===== src/rtl/dft_pkg.sv =====
package dft_pkg;
  // interrupt source bit positions
  localparam int SRC_TXERR = 0;
  localparam int SRC_RXERR = 1;
  localparam int SRC_TXLVL = 2;
  localparam int SRC_RXLVL = 3;
  localparam int SRC_N     = 4;
endpackage


===== src/rtl/dft_ring.sv =====
module dft_ring #(
  parameter int W     = 16,
  parameter int DEPTH = 8,
  parameter int CNT_W = 5
) (
  input  logic             clk,
  input  logic             rst_n,
  input  logic             en,
  input  logic             flush,
  input  logic             push,
  input  logic             pop,
  input  logic [W-1:0]     din,
  output logic [W-1:0]     dout,
  output logic [CNT_W-1:0] count,
  output logic             full,
  output logic             empty,
  output logic             push_ok,
  output logic             pop_ok
);
  localparam int PTR_W = (DEPTH > 1) ? $clog2(DEPTH) : 1;
  localparam logic [CNT_W-1:0] DEPTH_C = CNT_W'(DEPTH);
  localparam logic [PTR_W-1:0] LAST_P  = PTR_W'(DEPTH - 1);

  logic [W-1:0]     mem [DEPTH];
  logic [PTR_W-1:0] wp, rp;
  logic             clr;

  function automatic logic [PTR_W-1:0] nxt(input logic [PTR_W-1:0] p);
    return (p == LAST_P) ? '0 : p + 1'b1;
  endfunction

  assign clr     = flush | ~en;
  assign full    = (count == DEPTH_C);
  assign empty   = (count == '0);
  assign push_ok = en & ~flush & push & ~full;
  assign pop_ok  = en & ~flush & pop & ~empty;
  assign dout    = mem[rp];

  always_ff @(posedge clk or negedge rst_n) begin
    if (!rst_n) begin
      wp    <= '0;
      rp    <= '0;
      count <= '0;
    end else if (clr) begin
      wp    <= '0;
      rp    <= '0;
      count <= '0;
    end else begin
      if (push_ok) wp <= nxt(wp);
      if (pop_ok)  rp <= nxt(rp);
      if (push_ok && !pop_ok)      count <= count + 1'b1;
      else if (!push_ok && pop_ok) count <= count - 1'b1;
    end
  end

  always_ff @(posedge clk) begin
    if (push_ok) mem[wp] <= din;
  end
endmodule


===== src/rtl/dft_irq.sv =====
module dft_irq
  import dft_pkg::*;
(
  input  logic             clk,
  input  logic             rst_n,
  input  logic [SRC_N-1:0] src,
  input  logic [SRC_N-1:0] en_set,
  input  logic [SRC_N-1:0] en_clr,
  input  logic             periph_int,
  output logic [SRC_N-1:0] en_q,
  output logic [SRC_N:0]   status,
  output logic             irq
);
  always_ff @(posedge clk or negedge rst_n) begin
    if (!rst_n) en_q <= '0;
    else        en_q <= (en_q | en_set) & ~en_clr;
  end

  assign status = {periph_int, src & en_q};
  assign irq    = |status;
endmodule


===== src/rtl/dual_fifo_trig.sv =====
module dual_fifo_trig
  import dft_pkg::*;
#(
  parameter int  TX_W   = 28,
  parameter int  RX_W   = 21,
  parameter int  DEPTH  = 8,
  localparam int LVL_W  = $clog2(DEPTH + 1) + 1,
  localparam int TRIG_W = $clog2(DEPTH) + 1
) (
  input  logic              clk,
  input  logic              rst_n,
  input  logic              tx_en,
  input  logic              tx_flush,
  input  logic              tx_in_valid,
  input  logic [TX_W-1:0]   tx_in_data,
  output logic              tx_in_ready,
  output logic              tx_out_valid,
  output logic [TX_W-1:0]   tx_out_data,
  input  logic              tx_out_ready,
  input  logic              rx_en,
  input  logic              rx_flush,
  input  logic              rx_in_valid,
  input  logic [RX_W-1:0]   rx_in_data,
  output logic              rx_in_ready,
  output logic              rx_out_valid,
  output logic [RX_W-1:0]   rx_out_data,
  input  logic              rx_out_ready,
  input  logic              tx_trig_en,
  input  logic [TRIG_W-1:0] tx_trig_lvl,
  input  logic              rx_trig_en,
  input  logic [TRIG_W-1:0] rx_trig_lvl,
  input  logic              tx_dma_en,
  input  logic              rx_dma_en,
  input  logic [1:0]        err_clr,
  input  logic [3:0]        int_en_set,
  input  logic [3:0]        int_en_clr,
  input  logic              periph_int,
  output logic              tx_empty,
  output logic              tx_not_full,
  output logic              rx_not_empty,
  output logic              rx_full,
  output logic [LVL_W-1:0]  tx_level,
  output logic [LVL_W-1:0]  rx_level,
  output logic              tx_err,
  output logic              rx_err,
  output logic              tx_dma_req,
  output logic              rx_dma_req,
  output logic [3:0]        int_en,
  output logic [4:0]        int_status,
  output logic              irq
);
  logic [LVL_W-1:0] tx_cnt, rx_cnt, rx_cnt_nxt, rx_thr;
  logic tx_full_r, tx_empty_r, rx_full_r, rx_empty_r;
  logic tx_push_ok, tx_pop_ok, rx_push_ok, rx_pop_ok;
  logic tx_ovf, tx_unf, rx_ovf;
  logic tx_lvl_src, rx_lvl_flag;
  logic [SRC_N-1:0] src;

  dft_ring #(.W(TX_W), .DEPTH(DEPTH), .CNT_W(LVL_W)) i_tx_ring (
    .clk(clk), .rst_n(rst_n), .en(tx_en), .flush(tx_flush),
    .push(tx_in_valid), .pop(tx_out_ready), .din(tx_in_data),
    .dout(tx_out_data), .count(tx_cnt), .full(tx_full_r), .empty(tx_empty_r),
    .push_ok(tx_push_ok), .pop_ok(tx_pop_ok)
  );

  dft_ring #(.W(RX_W), .DEPTH(DEPTH), .CNT_W(LVL_W)) i_rx_ring (
    .clk(clk), .rst_n(rst_n), .en(rx_en), .flush(rx_flush),
    .push(rx_in_valid), .pop(rx_out_ready), .din(rx_in_data),
    .dout(rx_out_data), .count(rx_cnt), .full(rx_full_r), .empty(rx_empty_r),
    .push_ok(rx_push_ok), .pop_ok(rx_pop_ok)
  );

  // stream handshakes and status, all forced to "empty" when disabled
  assign tx_in_ready  = tx_en & ~tx_full_r;
  assign tx_out_valid = tx_en & ~tx_empty_r;
  assign rx_in_ready  = rx_en & ~rx_full_r;
  assign rx_out_valid = rx_en & ~rx_empty_r;
  assign tx_level     = tx_en ? tx_cnt : '0;
  assign rx_level     = rx_en ? rx_cnt : '0;
  assign tx_empty     = ~tx_out_valid;
  assign tx_not_full  = ~tx_en | ~tx_full_r;
  assign rx_not_empty = rx_out_valid;
  assign rx_full      = rx_en & rx_full_r;

  // error detection: refused push, empty pop, dropped arrival
  assign tx_ovf = tx_en & ~tx_flush & tx_in_valid & tx_full_r;
  assign tx_unf = tx_en & ~tx_flush & tx_out_ready & tx_empty_r;
  assign rx_ovf = rx_en & ~rx_flush & rx_in_valid & rx_full_r;

  always_ff @(posedge clk or negedge rst_n) begin
    if (!rst_n) begin
      tx_err <= 1'b0;
      rx_err <= 1'b0;
    end else begin
      tx_err <= (tx_err & ~err_clr[0]) | tx_ovf | tx_unf;
      rx_err <= (rx_err & ~err_clr[1]) | rx_ovf;
    end
  end

  // transmit trigger: plain level compare
  assign tx_lvl_src = tx_en & tx_trig_en & (tx_cnt <= LVL_W'(tx_trig_lvl));

  // receive trigger: armed only by an arrival, held while level stays high
  assign rx_thr = LVL_W'(rx_trig_lvl) + LVL_W'(1);

  always_comb begin
    rx_cnt_nxt = rx_cnt;
    if (rx_flush || !rx_en)         rx_cnt_nxt = '0;
    else if (rx_push_ok && !rx_pop_ok) rx_cnt_nxt = rx_cnt + 1'b1;
    else if (!rx_push_ok && rx_pop_ok) rx_cnt_nxt = rx_cnt - 1'b1;
  end

  always_ff @(posedge clk or negedge rst_n) begin
    if (!rst_n) rx_lvl_flag <= 1'b0;
    else        rx_lvl_flag <= rx_trig_en & (rx_cnt_nxt >= rx_thr)
                               & (rx_push_ok | rx_lvl_flag);
  end

  assign tx_dma_req = tx_dma_en & tx_in_ready;
  assign rx_dma_req = rx_dma_en & rx_out_valid;

  always_comb begin
    src            = '0;
    src[SRC_TXERR] = tx_err;
    src[SRC_RXERR] = rx_err;
    src[SRC_TXLVL] = tx_lvl_src;
    src[SRC_RXLVL] = rx_lvl_flag;
  end

  dft_irq i_irq (
    .clk(clk), .rst_n(rst_n), .src(src), .en_set(int_en_set),
    .en_clr(int_en_clr), .periph_int(periph_int),
    .en_q(int_en), .status(int_status), .irq(irq)
  );
endmodule


===== config.mk =====
export PLATFORM = sky130hd
export DESIGN_NAME = dual_fifo_trig
export DESIGN_NICKNAME = d
export VERILOG_FILES = /design/src/rtl/dft_pkg.sv /design/src/rtl/dft_ring.sv /design/src/rtl/dft_irq.sv /design/src/rtl/dual_fifo_trig.sv
export SDC_FILE = /design/constraint.sdc
export NUM_CORES = 1
export LEC_CHECK = 0
export ABC_AREA = 1
export BUFFER_PORTS_ARGS = -buffer_cell sky130_fd_sc_hd__buf_2
export CAP_MARGIN = 5
export CELL_PAD_IN_SITES_DETAIL_PLACEMENT = 0
export CELL_PAD_IN_SITES_GLOBAL_PLACEMENT = 1
export CORE_UTILIZATION = 43
export DETAILED_ROUTE_END_ITERATION = 12
export PLACE_DENSITY = 0.72
export REMOVE_ABC_BUFFERS = 1
export SETUP_SLACK_MARGIN = 0.4
export SLEW_MARGIN = 40
export SYNTH_ARGS = -nofsm -noshare
export SYNTH_HDL_FRONTEND = slang
export SYNTH_HIERARCHICAL = 1
export SYNTH_SLANG_ARGS = --single-unit

===== constraint.sdc =====
create_clock -name clk -period 2.45 [get_ports clk]
set_clock_uncertainty 0.05 [all_clocks]
set_input_delay 0.1225 -clock clk [delete_from_list [all_inputs] [get_ports clk]]
set_output_delay 0.1225 -clock clk [all_outputs]
set_load 0.01 [all_outputs]

== After elaboration in Yosys (flattened, before gate mapping) ==
Memory sizes are Yosys's and may differ from the RTL's.
Cells that the tools add are included.
Word-level totals
  memory bits (writable): 392
  bits in read-only memories: 0
  output and inout port bits: 81
  logic and storage cells: 120
  bits in registers: 29
  input port bits: 82
  memories: 2
  bits in latches: 0
Memories
  i_tx_ring.mem: words 8, bits a word 28, rd ports 1, clocked after memory_dff 0, write ports 1, RTL line dft_ring.sv:24  | logic [W-1:0] mem [DEPTH];
  i_rx_ring.mem: words 8, bits a word 21, rd ports 1, clocked after memory_dff 0, write ports 1, RTL line dft_ring.sv:24
Operators by class
  magnitude comparators: 2
  multiplexer cells: 25
  add/sub/neg operators: 9
  shift operators: 0
  equality and inequality tests: 6
  div/mod/pow operators: 0
  bitwise gates (word level): 48
  multipliers: 0
  reductions and logical operators: 18
Operator list (count)
  2-to-1 mux 5 bit: 9
  2-to-1 mux 3 bit: 12
  AND 1 bit: 26
  adder 3 x 1 -> 3 bit, second input constant: 4
  equality test 3 bit, second input constant: 4
  NOT 1 bit: 11
  adder 5 x 1 -> 5 bit, second input constant: 2
  equality test 5 x 4 -> 1 bit, second input constant: 2
  zero test 5 bit: 2
  subtractor 5 x 1 -> 5 bit, second input constant: 2
  AND 4 bit: 2
  nonzero test 2 bit: 4
  OR 1 bit: 7
  adder 4 x 1 -> 5 bit, second input constant: 1
  greater-or-equal comparator 5 bit: 1
  <= comparator 5 x 4 -> 1 bit: 1
  zero test 1 bit: 5
  OR reduction 5 bit: 1
  logical AND 1 bit: 4
  2-to-1 mux 1 bit: 4
  NOT 4 bit: 1
  OR 4 bit: 1
  nonzero test 3 bit: 1
  logical OR 1 bit: 1

== Logic depth before layout (Yosys ltp) ==
  depth in word-level cells: 12
  mapped depth: 18

== Hierarchy ==
Netlist, hierarchy kept.
Modules (own cells, without submodules)
  dft_ring at i_tx_ring: times used 1, cells an instance 769, area each 9525.4 µm²
  dft_ring at i_rx_ring: times used 1, cells an instance 604, area each 7364.6 µm²
  dual_fifo_trig: times used 1, cells an instance 138, area each 775.7 µm²
  dft_irq: times used 1, cells an instance 25, area each 187.7 µm²

== Worst setup path before layout ==
Ideal clock, no wire load.
  kind: reg-to-reg
  start: register i_tx_ring.count[1]
  end: memory i_tx_ring/mem[1][0] in the netlist's numbering, enable pin
  path slack: -0.102 ns
  buffers on the path: 0
  arrival: 2.089 ns
  data required time: 1.987 ns
  stages on the path, launching flop included: 7
  cells stage by stage: dfrtp_1 > nor2_1 > nand3_1 > nand2_2 > inv_4 > nand2_1 > nor2_1
Between the ends
  longest elaborated chain between the ends: 5
RTL lines
  start: declaration: RTL line dft_ring.sv:14  | output logic [CNT_W-1:0] count,
  start signal: assignment: RTL line dft_ring.sv:51  | if (push_ok && !pop_ok) count <= count + 1'b1;
  start signal: assignment: RTL line dft_ring.sv:52  | else if (!push_ok && pop_ok) count <= count - 1'b1;
  equality test 5 x 4 -> 1 bit: RTL line dft_ring.sv:33  | assign full = (count == DEPTH_C);
  NOT 1 bit: RTL line dft_ring.sv:35  | assign push_ok = en & ~flush & push & ~full;
  AND 1 bit: RTL line dft_ring.sv:35
  named net tx_push_ok: RTL line dual_fifo_trig.sv:54  | logic tx_push_ok, tx_pop_ok, rx_push_ok, rx_pop_ok;
  2-to-1 mux 1 bit: RTL line dft_ring.sv:57  | if (push_ok) mem[wp] <= din;
  2-to-1 mux 1 bit (not written as such): RTL line dft_ring.sv:57
  end: declaration: RTL line dft_ring.sv:24
The timed path passes the listed nets, and every way through them passes these cells.

== Final worst setup path ==
  start: register i_rx_ring.rp[0]
  end: output rx_out_data[11]
Between the ends
  longest elaborated chain between the ends: 1
RTL lines
  start: declaration: RTL line dft_ring.sv:25  | logic [PTR_W-1:0] wp, rp;
  start signal: assignment: RTL line dft_ring.sv:50  | if (pop_ok) rp <= nxt(rp);
  memory (8 x 21 bit)
  end: declaration: RTL line dual_fifo_trig.sv:26  | output logic [RX_W-1:0] rx_out_data,
No other way between the ends.

==> results.rst <==
.. list-table::
   :header-rows: 1

   * - Metric
     - Value
   * - Post-synthesis instance area
     - around 0.018 mm^2
   * - GP Congestion
     - 0.774
   * - Fraction of layout instances using a drive strength above 1
     - 0.295
   * - Unrepaired setup endpoints after global routing
     - yes
   * - Boundary Pins
     - about 160
   * - Largest stage delay on the critical path
     - around 0.47 ns
   * - Post-synth EDFFs
     - a little under 400
   * - Number of global-route vias before repair
     - about 13,000
   * - Slew HR
     - 0.677
   * - DIE AREA
     - approximately 0.042 mm^2
   * - Final std cells w/o fill
     - between 2,000 and 2,500
   * - CP most frequent cell
     - buf_6
   * - Floorplan die width
     - around 210 um
   * - Global-route wire length before repair
     - approximately 71,000 um
   * - # clock sinks
     - between 400 and 500
   * - Peak supply drop
     - about 0.4 mV
   * - Number of cells in the design after placement
     - around 2,200
   * - Total grt overflow
     - 0
   * - Drt drc
     - 0
   * - Async set-or-reset flop fraction in the synthesized netlist
     - 0.0689
   * - P&R area growth vs syn
     - 34.6%
   * - Period utilisation layout
     - 0.939
   * - Placed cell areas
     - just under 0.02 mm^2
   * - Fraction of the yosys area taken by sequential cells
     - 0.700
   * - Unique cell type count in the Yosys netlist
     - 33
   * - Family with the most delay on the worst path
     - buffers and inverters
   * - Cell count after synthesis
     - between 1,500 and 2,000
   * - Number of buffers added by the clock tree synthesis step
     - 46
   * - Maxcap violations
     - 0
   * - Number of detailed-route iterations in the first pass
     - 5
   * - Layout net count
     - around 2,000
   * - Setup-failing EPs final
     - 0
   * - Via density per instance
     - about 5.2
   * - Lkg Pwr
     - between 0.009 and 0.01 uW
   * - Overall Global Routing Usage
     - 0.222
   * - Crit path max fanout
     - 8
   * - Setup slack at placement
     - ~0.17 ns
   * - Number of warnings printed during yosys synthesis
     - 6
   * - Insertion delay of the later-clocked pin in the worst-skew pair
     - between 0.5 and 0.6 ns
   * - Startpoint-to-endpoint class of the critical path
     - flip-flop to output pin
   * - Hold/Removal Path Class
     - input port to async pin
   * - Worst-case setup margin in the final layout
     - roughly 0.15 ns
   * - Height of the die
     - 206 um
   * - Total half-perimeter wirelength after legalization and detailed placement
     - roughly 23,000 um
   * - Fillers
     - around 3,200
   * - Number of hold-slack violations in the final timing report
     - 0
   * - Number of buffers and inverters on the critical path
     - 6
   * - Category of the worst setup path launch point
     - flip-flop
   * - Worst-path cell chain
     - buf_12, clkinv_16, buf_6, buf_6, buf_6, nor2_4, o21ai_1, a21oi_1, a31oi_1, buf_2
   * - Run status
     - finished clean
   * - Port buffer count
     - 162
   * - Number of vias in the routed layout
     - 12,900
   * - H-tree depth
     - 2
   * - Antenna violations before repair
     - 1
   * - Number of DRC violations after detailed-routing iteration 0
     - between 1,000 and 1,500
   * - Seq cells post-synth
     - about 420
   * - Area of the core
     - around 0.041 mm^2
   * - Transition time of the tightest slew-check pin
     - approximately 0.48 ns
   * - Data required time at the worst endpoint
     - 2.28 ns
   * - Core Util, Final
     - 0.587
   * - Routed WL
     - ~48,000 um
   * - Max Root-Sink Buffers
     - 3
   * - Largest net degree at the start of global routing
     - 38
   * - Core Rows
     - 74
   * - Worst path slowest cell
     - dfrtp_2
   * - Total power density per cell area
     - 747 mW/mm^2
   * - Syn avg cell area
     - 11.6 um^2
   * - TritonCTS clock tree
     - yes
   * - Number of max-slew violations in the final report
     - 0
   * - Critical R2R Capture
     - i_tx_ring/count[4]
   * - Final critical path time including I/O delays and setup
     - 2.30 ns
   * - Finished layout cell area
     - 0.0240 mm^2
   * - Maximum clock rate
     - 435 MHz
   * - Cell count of the worst reg-to-reg path
     - 14
   * - Number of routed nets with antenna violations
     - 0
   * - Clock slew at the register clock pins of the worst setup and hold paths
     - 0.06 ns
   * - Clock Tree Root
     - clkbuf_16
   * - Initial Utilization
     - 0.436
   * - Worst reg-to-reg setup slack
     - 0.38 ns
   * - Most used flip-flop cell after synthesis
     - edfxtp_1
   * - Critical Path Sink Type
     - output pin
   * - Average detailed-routed wire length per instance
     - 19.6 um
   * - Worst flop-to-flop path startpoint
     - i_tx_ring/count[1]
   * - Data arrival time of the worst path
     - approximately 2.1 ns
how the worst max path moves through the flow:
stage	start	endpoint	slack, ns	cells after the start
global placement	i_rx_ring/count[1]	rx_lvl_flag	0.25	17
finish	i_rx_ring/rp[0]	rx_out_data[11]	0.15	10
detailed placement	i_rx_ring/count[1]	rx_lvl_flag	0.17	17
global route	i_rx_ring/rp[0]	rx_out_data[11]	0.08	10
floorplan	i_tx_ring/rp[0]	tx_out_data[0]	-0.94	5
CTS	i_tx_ring/rp[0]	tx_out_data[24]	0.18	8
report_power, final:
group	internal (uW)	switching (uW)
Clock	3850	2780
Sequential	7930	41.8
Combinational	1560	1800
cells by family (layout without fill, tap and decap cells):
family                     after synthesis  count (layout)  synth area share
and+or+nand+nor                        595             595             0.133
DFF                                    421             421             0.700
AOI/OAI and AO/OA                      327             327            0.0973
buffers and inverters                  157             541            0.0453
adders and majority gates               30              30            0.0219
xor gates and xnor gates                 6               6           0.00294
other                                    0               1                 0
synthesized netlist by cell type, types with 3 or more instances:
master,number,share of area
a31oi_1,49,0.017
xor2_1,5,0.0025
edfxtp_1,392,0.66
inv_2,9,0.0019
buf_6,17,0.011
inv_1,67,0.014
ha_1,28,0.020
clkbuf_1,21,0.0044
nand2_4,4,0.0025
nand2_2,11,0.0039
nor2_1,292,0.061
a21oi_1,57,0.016
nand3_1,31,0.0087
nor2_2,5,0.0018
inv_4,3,0.0011
buf_4,12,0.0050
dfrtp_1,29,0.041
o21ai_0,142,0.040
clkbuf_2,7,0.0020
nand2_1,248,0.052
o21ai_1,73,0.020
buf_2,20,0.0056
stage by stage:
step / hold WS, ns / total power [uW] / setup TNS, ns
floorplan: -0.223 / 9170 / -62.12
global placement: 0.185 / 9950 / 0
detailed placement: 0.196 / 9980 / 0
CTS: 0.0126 / 17700 / 0
global route: 0.0333 / 18600 / 0
finish: 0.0121 / 18000 / 0
layout make-up:
cell class | count | area [um^2] | area share
flip-flops and latches | 421 | 12500 | 0.520
multi-input cells | 958 | 5240 | 0.218
repair buffers | 375 | 3770 | 0.157
clock buffers | 52 | 1170 | 0.0488
well taps | 532 | 666 | 0.0277
inverters | 80 | 372 | 0.0155
clock inverters | 29 | 254 | 0.0106
repair inverters | 5 | 43.8 | 0.00182
diodes | 1 | 2.50 | 0.000104
worst reg2reg max path, delay by kind of cell (launching register included):
family                     cells  cell delay [ns]
buffers and inverters          1             0.16
DFF                            1             0.44
adders and majority gates      1             0.39
and+or+nand+nor               12             0.94
state kept, by name, summed over array words and instances (netlist names):
name             cells
i_irq/en_q           4
i_rx_ring/count      5
i_rx_ring/mem      168
i_rx_ring/rp         3
i_rx_ring/wp         3
i_tx_ring/count      5
i_tx_ring/mem      224
i_tx_ring/rp         3
i_tx_ring/wp         3
rx_err               1
rx_lvl_flag          1
tx_err               1
layout by cell type, fill, tap and decap left out, drive strengths merged, types with 3 or more instances in the layout:
cell / Yosys / final
dfrtp: 29 / 29
clkinv: 0 / 23
a21oi: 60 / 60
nand3: 31 / 31
buf: 49 / 300
a31oi: 49 / 49
nor2: 298 / 298
dlygate4sd3: 0 / 66
clkbuf: 28 / 60
nand2: 263 / 263
bufinv: 0 / 4
o21ai: 215 / 215
clkinvlp: 0 / 3
edfxtp: 392 / 392
xor2: 5 / 5
inv: 80 / 84
ha: 28 / 28
layer usage:
layer	vias up	wire [um]	GRT usage
li1	6100	-	-
met1	6314	21800	0.316
met2	372	22600	0.353
met3	67	2860	0.0356
met4	0	849	0.0587
met5	-	0	0
timing repair:
item / 4_1_cts / 5_1_grt
gates resized for setup: 196 / 131
setup endpoints to repair: 54 / 153
hold endpoints to repair: 434 / 0
gates cloned: 28 / 10
pin swaps: 49 / 65
setup buffers: 55 / 13
hold buffers: 66 / 0
(Power assumes the default switching activity.)
